<file path="src/rtl/spi_cfg_pkg.sv">
`timescale 1ns/1ps
package spi_cfg_pkg;
    localparam int unsigned CFG_DW    = 8;
    localparam int unsigned CFG_AW    = 5;
    localparam int unsigned CFG_FRAME = 2 * CFG_DW;
    localparam int unsigned CFG_CW    = $clog2(CFG_FRAME + 1);
    localparam int unsigned CFG_BW    = $clog2(CFG_DW);

    // control register bit positions
    localparam int unsigned BIT_BIDIR  = 7;
    localparam int unsigned BIT_LSBF   = 6;
    localparam int unsigned BIT_SRST   = 5;
    localparam int unsigned BIT_SLEEP  = 4;
    localparam int unsigned BIT_PDN    = 3;
    localparam int unsigned BIT_EXTREF = 0;

    localparam logic [CFG_DW-1:0] CTRL_WMASK = 8'hF9;

    typedef logic [CFG_DW-1:0] cfg_byte_t;
    typedef logic [CFG_AW-1:0] cfg_addr_t;

    typedef struct packed {
        logic [CFG_CW-1:0] cnt;
        cfg_byte_t         sh;
        cfg_byte_t         ins;
        logic              sclk_prev;
        logic              wr_stb;
        cfg_byte_t         wr_data;
    } ser_state_t;
endpackage

</file>
<file path="src/rtl/spi_cfg_sync.sv">
`timescale 1ns/1ps
module spi_cfg_sync #(
    parameter int unsigned   W       = 3,
    parameter logic [W-1:0]  RST_VAL = '0
) (
    input  logic         clk,
    input  logic         rst_n,
    input  logic [W-1:0] d,
    output logic [W-1:0] q
);
    for (genvar g = 0; g < W; g++) begin : g_bit
        logic [1:0] stg_d, stg_q;

        always_comb begin
            stg_d = {stg_q[0], d[g]};
        end

        always_ff @(posedge clk or negedge rst_n) begin
            if (!rst_n) stg_q <= {2{RST_VAL[g]}};
            else        stg_q <= stg_d;
        end

        assign q[g] = stg_q[1];
    end
endmodule

</file>
<file path="src/rtl/spi_cfg_serial.sv">
`timescale 1ns/1ps
module spi_cfg_serial
    import spi_cfg_pkg::*;
(
    input  logic      clk,
    input  logic      rst_n,
    input  logic      csn_s,
    input  logic      sclk_s,
    input  logic      sdi_s,
    input  logic      lsb_first,
    input  cfg_byte_t rdata,
    output logic      wr_stb,
    output cfg_byte_t wr_data,
    output cfg_addr_t addr,
    output logic      cmd_ok,
    output logic      rd_phase,
    output logic      dout
);
    localparam logic [CFG_CW-1:0] C_INS   = CFG_CW'(CFG_DW);
    localparam logic [CFG_CW-1:0] C_FRAME = CFG_CW'(CFG_FRAME);

    ser_state_t         ser_d, ser_q;
    cfg_byte_t          shifted;
    logic               rise;
    logic [CFG_BW-1:0]  bsel;

    assign shifted = lsb_first ? {sdi_s, ser_q.sh[CFG_DW-1:1]}
                               : {ser_q.sh[CFG_DW-2:0], sdi_s};
    assign rise    = sclk_s && !ser_q.sclk_prev;
    assign cmd_ok  = (ser_q.ins[CFG_DW-2:CFG_AW] == '0);

    always_comb begin
        ser_d           = ser_q;
        ser_d.wr_stb    = 1'b0;
        ser_d.sclk_prev = sclk_s;
        if (csn_s) begin
            ser_d.cnt = '0;
        end else if (rise && (ser_q.cnt < C_FRAME)) begin
            ser_d.sh  = shifted;
            ser_d.cnt = ser_q.cnt + 1'b1;
            if (ser_q.cnt == C_INS - 1'b1) begin
                ser_d.ins = shifted;
            end
            if ((ser_q.cnt == C_FRAME - 1'b1) && !ser_q.ins[CFG_DW-1] && cmd_ok) begin
                ser_d.wr_stb  = 1'b1;
                ser_d.wr_data = shifted;
            end
        end
    end

    always_ff @(posedge clk or negedge rst_n) begin
        if (!rst_n) begin
            ser_q           <= '0;
            ser_q.sclk_prev <= 1'b0;
        end else begin
            ser_q <= ser_d;
        end
    end

    // data bit index equals the low bits of the count once the instruction is in
    assign bsel     = lsb_first ? ser_q.cnt[CFG_BW-1:0] : ~ser_q.cnt[CFG_BW-1:0];
    assign rd_phase = !csn_s && ser_q.ins[CFG_DW-1]
                      && (ser_q.cnt >= C_INS) && (ser_q.cnt < C_FRAME);
    assign dout     = rd_phase & rdata[bsel];
    assign wr_stb   = ser_q.wr_stb;
    assign wr_data  = ser_q.wr_data;
    assign addr     = ser_q.ins[CFG_AW-1:0];
endmodule

</file>
<file path="src/rtl/spi_cfg_regs.sv">
`timescale 1ns/1ps
module spi_cfg_regs
    import spi_cfg_pkg::*;
#(
    parameter int unsigned NREG     = 18,
    parameter int unsigned VER_ADDR = 1,
    parameter logic [3:0]  VERSION  = 4'h5
) (
    input  logic                   clk,
    input  logic                   rst_n,
    input  logic                   wr_stb,
    input  cfg_byte_t              wr_data,
    input  cfg_addr_t              addr,
    input  logic                   cmd_ok,
    output cfg_byte_t              rdata,
    output logic [NREG*CFG_DW-1:0] regs_flat
);
    localparam cfg_byte_t VER_BYTE = {{(CFG_DW-4){1'b0}}, VERSION};

    typedef struct packed {
        logic [NREG-1:0][CFG_DW-1:0] bank;
    } bank_state_t;

    bank_state_t                 reg_d, reg_q;
    logic [NREG-1:0][CFG_DW-1:0] view;

    function automatic cfg_byte_t wmask(input int unsigned idx);
        if (idx == 0)             return CTRL_WMASK;
        else if (idx == VER_ADDR) return '0;
        else                      return '1;
    endfunction

    always_comb begin
        reg_d = reg_q;
        if (reg_q.bank[0][BIT_SRST]) begin
            for (int unsigned i = 1; i < NREG; i++) begin
                reg_d.bank[i] = '0;
            end
            reg_d.bank[0][BIT_SRST] = 1'b0;
        end else if (wr_stb) begin
            for (int unsigned i = 0; i < NREG; i++) begin
                if (addr == CFG_AW'(i)) begin
                    reg_d.bank[i] = wr_data & wmask(i);
                end
            end
        end
    end

    always_ff @(posedge clk or negedge rst_n) begin
        if (!rst_n) reg_q <= '0;
        else        reg_q <= reg_d;
    end

    for (genvar g = 0; g < NREG; g++) begin : g_view
        assign view[g] = reg_q.bank[g] | ((g == VER_ADDR) ? VER_BYTE : '0);
    end

    always_comb begin
        rdata = '0;
        for (int unsigned i = 0; i < NREG; i++) begin
            if (cmd_ok && (addr == CFG_AW'(i))) rdata = view[i];
        end
    end

    assign regs_flat = view;
endmodule

</file>
<file path="src/rtl/spi_cfg_bank.sv">
`timescale 1ns/1ps
module spi_cfg_bank
    import spi_cfg_pkg::*;
#(
    parameter int unsigned NREG     = 18,
    parameter int unsigned VER_ADDR = 1,
    parameter logic [3:0]  VERSION  = 4'h5
) (
    input  logic                   clk,
    input  logic                   rst_n,
    input  logic                   spi_csn,
    input  logic                   spi_sclk,
    input  logic                   spi_sdio_i,
    output logic                   spi_sdio_o,
    output logic                   spi_sdio_oe,
    output logic                   spi_sdo,
    output logic                   cfg_sleep,
    output logic                   cfg_pdn,
    output logic                   cfg_ext_ref,
    output logic [NREG*CFG_DW-1:0] cfg_regs
);
    logic [2:0] pins_s;
    logic       wr_stb, cmd_ok, rd_phase, dout;
    cfg_byte_t  wr_data, rdata, ctrl;
    cfg_addr_t  addr;

    spi_cfg_sync #(.W(3), .RST_VAL(3'b100)) i_sync (
        .clk   (clk),
        .rst_n (rst_n),
        .d     ({spi_csn, spi_sclk, spi_sdio_i}),
        .q     (pins_s)
    );

    spi_cfg_serial i_serial (
        .clk       (clk),
        .rst_n     (rst_n),
        .csn_s     (pins_s[2]),
        .sclk_s    (pins_s[1]),
        .sdi_s     (pins_s[0]),
        .lsb_first (ctrl[BIT_LSBF]),
        .rdata     (rdata),
        .wr_stb    (wr_stb),
        .wr_data   (wr_data),
        .addr      (addr),
        .cmd_ok    (cmd_ok),
        .rd_phase  (rd_phase),
        .dout      (dout)
    );

    spi_cfg_regs #(.NREG(NREG), .VER_ADDR(VER_ADDR), .VERSION(VERSION)) i_regs (
        .clk       (clk),
        .rst_n     (rst_n),
        .wr_stb    (wr_stb),
        .wr_data   (wr_data),
        .addr      (addr),
        .cmd_ok    (cmd_ok),
        .rdata     (rdata),
        .regs_flat (cfg_regs)
    );

    assign ctrl        = cfg_regs[CFG_DW-1:0];
    assign spi_sdio_oe = rd_phase &  ctrl[BIT_BIDIR];
    assign spi_sdio_o  = dout     &  ctrl[BIT_BIDIR];
    assign spi_sdo     = dout     & ~ctrl[BIT_BIDIR];
    assign cfg_sleep   = ctrl[BIT_SLEEP];
    assign cfg_pdn     = ctrl[BIT_PDN];
    assign cfg_ext_ref = ctrl[BIT_EXTREF];
endmodule

</file>
<file path="config.mk">
export PLATFORM = sky130hd
export DESIGN_NAME = spi_cfg_bank
export DESIGN_NICKNAME = d
export VERILOG_FILES = /design/src/rtl/spi_cfg_pkg.sv /design/src/rtl/spi_cfg_sync.sv /design/src/rtl/spi_cfg_serial.sv /design/src/rtl/spi_cfg_regs.sv /design/src/rtl/spi_cfg_bank.sv
export SDC_FILE = /design/constraint.sdc
export NUM_CORES = 1
export LEC_CHECK = 0
export ABC_CLOCK_PERIOD_IN_PS = 3900
export BUFFER_PORTS_ARGS = -buffer_cell sky130_fd_sc_hd__buf_2
export CAP_MARGIN = 10
export CORE_AREA = 2 2 166 168
export CTS_CLUSTER_DIAMETER = 30
export CTS_CLUSTER_SIZE = 8
export DETAILED_ROUTE_END_ITERATION = 10
export DIE_AREA = 0 0 168 170
export SYNTH_ARGS = -nofsm -noshare
export SYNTH_HDL_FRONTEND = slang
export SYNTH_SLANG_ARGS = --single-unit
</file>
<file path="constraint.sdc">
create_clock -name clk -period 3.9 [get_ports clk]
set_input_delay 0.78 -clock clk [delete_from_list [all_inputs] [get_ports clk]]
set_output_delay 0.78 -clock clk [all_outputs]
set_load 0.03 [all_outputs]
</file>
==> metrics.md <==
| Metric | Value |
|---|---|
| Vias | between 8000 and 9000 |
| Reg2reg setup slack | 1.43 ns |
| CTS Buf Count | 17 |
| Remaining Overflow, GRT | 0 |
| Number of library cell types mapped by synthesis | 76 |
| Placer Congestion | ~1.0 |
| Final period util | 1.03 |
| Detail Route Antenna Nets | 0 |
| Post-synth ARST share | 1.00 |
| # IOs | approximately 160 |
| Avg WL per Cell | 23.9 um |
| CTS root buf | clkbuf_16 |
| Post-Syn Area | about 9200 um^2 |
| Final wirelength | around 37 mm |
| Cell Area, Placed | between 10000 and 15000 um^2 |
| Critical path origin | i_serial.addr[2]$_DFFE_PN0P_ |
| Register bit total from synthesis | roughly 170 |
| Worst-Skew Late Latency | about 0.44 ns |
| Worst r2r dst | i_regs.regs_flat[115]$_DFFE_PN0P_ |
| Die area | around 29000 um^2 |
| DIE WIDTH | 168 um |
| # rows | 60 |
| Clock skew | roughly 0.0085 ns |
| Req. time, crit path | 3.12 ns |
| Clk pin slew, worst setup/hold paths | about 0.07 ns |
| H-tree levels | 4 |
| Reg2reg path depth | 6 |
| Post-placement cell count | ~1500 |
| Non-filler cells, final | 1531 |
| Primary FF master, synth | dfrtp_1 |
| Post-detail-place hpwl | ~26 mm |
| Share of cells above drive strength 1 | 0.292 |
| Port Buf Inserts | approximately 140 |
| CTS max path bufs | 2 |
| Number of global-route vias before repair | 8541 |
| Slew @ Worst Pin | 1.11 ns |
| Failing checks | setup timing |
| Sink Count | ~170 |
| Reg-to-reg startpoint | i_serial.addr[4]$_DFFE_PN0P_ |
| WP data arrival | roughly 3.2 ns |
| Static leakage | roughly 5.7 nW |
| DRC Markers | 0 |
| Setup crit end | spi_sdo |
| Crit Path Category | flop to output port |
| Minimum clock period | roughly 4 ns |
| Iteration-0 DRC count of the detailed router | 939 |
| Final nets | about 1200 |
| EDFF count, synth | 0 |
| Status | complete, but fails checks |
| Slack of the critical path | -0.112 ns |
| Max Clk Rate | about 0.25 GHz |
| DRT Pass-1 Iters | 5 |
| Final Setup Violations | 2 |
| Tot GR Track Use | 0.255 |
| Maxcap violations | 0 |
| Yosys Warn Count | 0 |
| First-pass GRT wire length | about 54 mm |
| Largest net degree at the start of global routing | 84 |
| Crit Path Max Fanout | 8 |
| Peak supply drop | between 0.2 and 0.25 mV |
| Starting Density | 0.347 |
| Crit end category | output port |
| Total core area | roughly 27000 um^2 |
| PD cells | around 320 nW/um^2 |
| Total Negative Setup Slacks | -0.216 ns |
| Die Ht | around 170 um |
| Vias per inst | roughly 5.7 |
| Pins Over Slew Limit | 0 |
| Cells after Synth | between 1000 and 1500 |
| Layout area overhead | 26.2% |
| Fin area | about 12000 um^2 |
| Post-synthesis sequential area ratio | 0.463 |
| Final Hold Vio Count | 0 |
| Tot Pwr | around 3.8 mW |
| # diodes | 0 |
| RSZ-0062 raised after global routing | true |
| Max_slew headroom | 0.258 |
| Cts hold-fix bufs | 0 |
| Type of the tightest min-delay check | input pin to asynchronous set/reset pin |
| CTS tree | yes |
| Avg Synthesized Cell Area | 9.21 um^2 |
| Initial antenna violation count | 0 |
| Crit path launch type | flop |
## sequential cells by signal, indices dropped and copies added, names as in the netlist
name / cells
i_regs.regs_flat: 134
i_serial.wr_data: 8
i_serial.wr_stb: 1
i_sync.g_bit.stg_q: 6
i_serial.addr: 5
i_serial.ser_q: 17
## area by class of cell
type | count | area, um^2
clock inverters | 12 | 165
repair buffers | 245 | 1580
flip-flops and latches | 171 | 4300
well taps | 341 | 427
inverters | 8 | 31.3
multi-input cells | 735 | 4720
fillers | 2654 | 15000
clock buffers | 19 | 443
## where the power goes
part / switching (mW) / total (mW) / internal [mW]
Clock: 0.772 / 1.80 / 1.03
Sequential: 0.0215 / 1.82 / 1.80
Combinational: 0.0940 / 0.131 / 0.0369
Total: 0.887 / 3.75 / 2.87
## worst min path at each step
stage,slack [ns],end,depth (start not counted)
after floorplan,0.33,i_sync.g_bit[0].stg_q[1]$_DFF_PN0_,0
after global placement,0.33,i_sync.g_bit[1].stg_q[1]$_DFF_PN0_,0
after detailed placement,0.34,i_sync.g_bit[0].stg_q[1]$_DFF_PN0_,0
after CTS,0.28,i_regs.regs_flat[32]$_DFFE_PN0P_,1
after global routing,0.30,i_regs.regs_flat[36]$_DFFE_PN0P_,1
final,0.26,i_regs.regs_flat[32]$_DFFE_PN0P_,1
## worst max-delay path, stage by stage (launching register included)
cell and delay, ns:
dfrtp_2 0.45, buf_4 0.15, or4b_4 0.50, or3_1 0.34, o2111ai_2 0.11, a311oi_4 0.09, or4b_4 0.53, a32oi_2 0.24
buf_4 0.16, nor3_1 0.04, buf_4 0.18
## timing repair
action                     CTS  global route
pin swaps                   10            10
setup endpoints to repair    2             2
buffers inserted            24            13
resized for setup           40            22
## layout by cell type (no fill, tap or decap), drive strengths merged, types with 9 or more instances in the layout
cell / n
nor3b: 9
nand3: 46
mux2i: 99
nor3: 15
a21oi: 82
o211ai: 12
nor2b: 14
conb: 10
dfrtp: 169
o21ai: 36
nand2b: 12
mux2: 10
clkbuf: 20
buf: 244
inv: 9
nand2: 99
nor2: 141
a31oi: 9
## synth_stat cells (all sizes together) (4+ instances only)
master / number / share of area
dfrtp: 169 / 0.46
nor2: 141 / 0.058
mux2i: 99 / 0.11
nand2: 99 / 0.040
a21oi: 82 / 0.044
clkbuf: 51 / 0.021
buf: 47 / 0.030
nand3: 46 / 0.025
o21ai: 36 / 0.019
nor3: 15 / 0.0081
nor2b: 14 / 0.0095
nand2b: 12 / 0.0081
o211ai: 12 / 0.0097
mux2: 10 / 0.012
a31oi: 9 / 0.0061
nor3b: 9 / 0.0091
o221ai: 8 / 0.0076
o22ai: 8 / 0.0054
a211oi: 7 / 0.0057
a22oi: 7 / 0.0057
inv: 7 / 0.0028
nand4: 6 / 0.0041
a32oi: 5 / 0.0047
and3: 5 / 0.0034
nor4: 5 / 0.0034
or2: 5 / 0.0034
or3: 5 / 0.0034
and2: 4 / 0.0027
nor4b: 4 / 0.0054
o2111ai: 4 / 0.0038
o31ai: 4 / 0.0032
or4b: 4 / 0.0043
xnor2: 4 / 0.0038
xor2: 4 / 0.0038
## metal layers
metal / GRT usage / vias to the layer above / share of wire
met3: 0.0507 / 65 / 0.061
li1: - / 3896 / -
met1: 0.348 / 4477 / 0.45
met5: 0 / - / 0
met2: 0.407 / 338 / 0.46
met4: 0.0817 / 0 / 0.025
## per-stage QoR
stage	utilization	setup WS [ns]	hold slack, ns
after floorplan	-	0.403	0.331
after global placement	0.394	0.105	0.333
after detailed placement	0.394	0.0660	0.336
after CTS	0.430	-0.0352	0.280
after global routing	0.438	-0.170	0.298
final	0.438	-0.112	0.263
## cell families after synthesis
logic type      Yosys count  synth area share
flops                   171             0.463
compound gates          215             0.148
simple gates            391             0.205
mux                     109             0.119
xor+xnor                  8           0.00757
other cells               2          0.000812
buf+inv                 106            0.0540
fa+ha+maj                 2           0.00271
No activity file was read; power rests on OpenSTA's default activity.
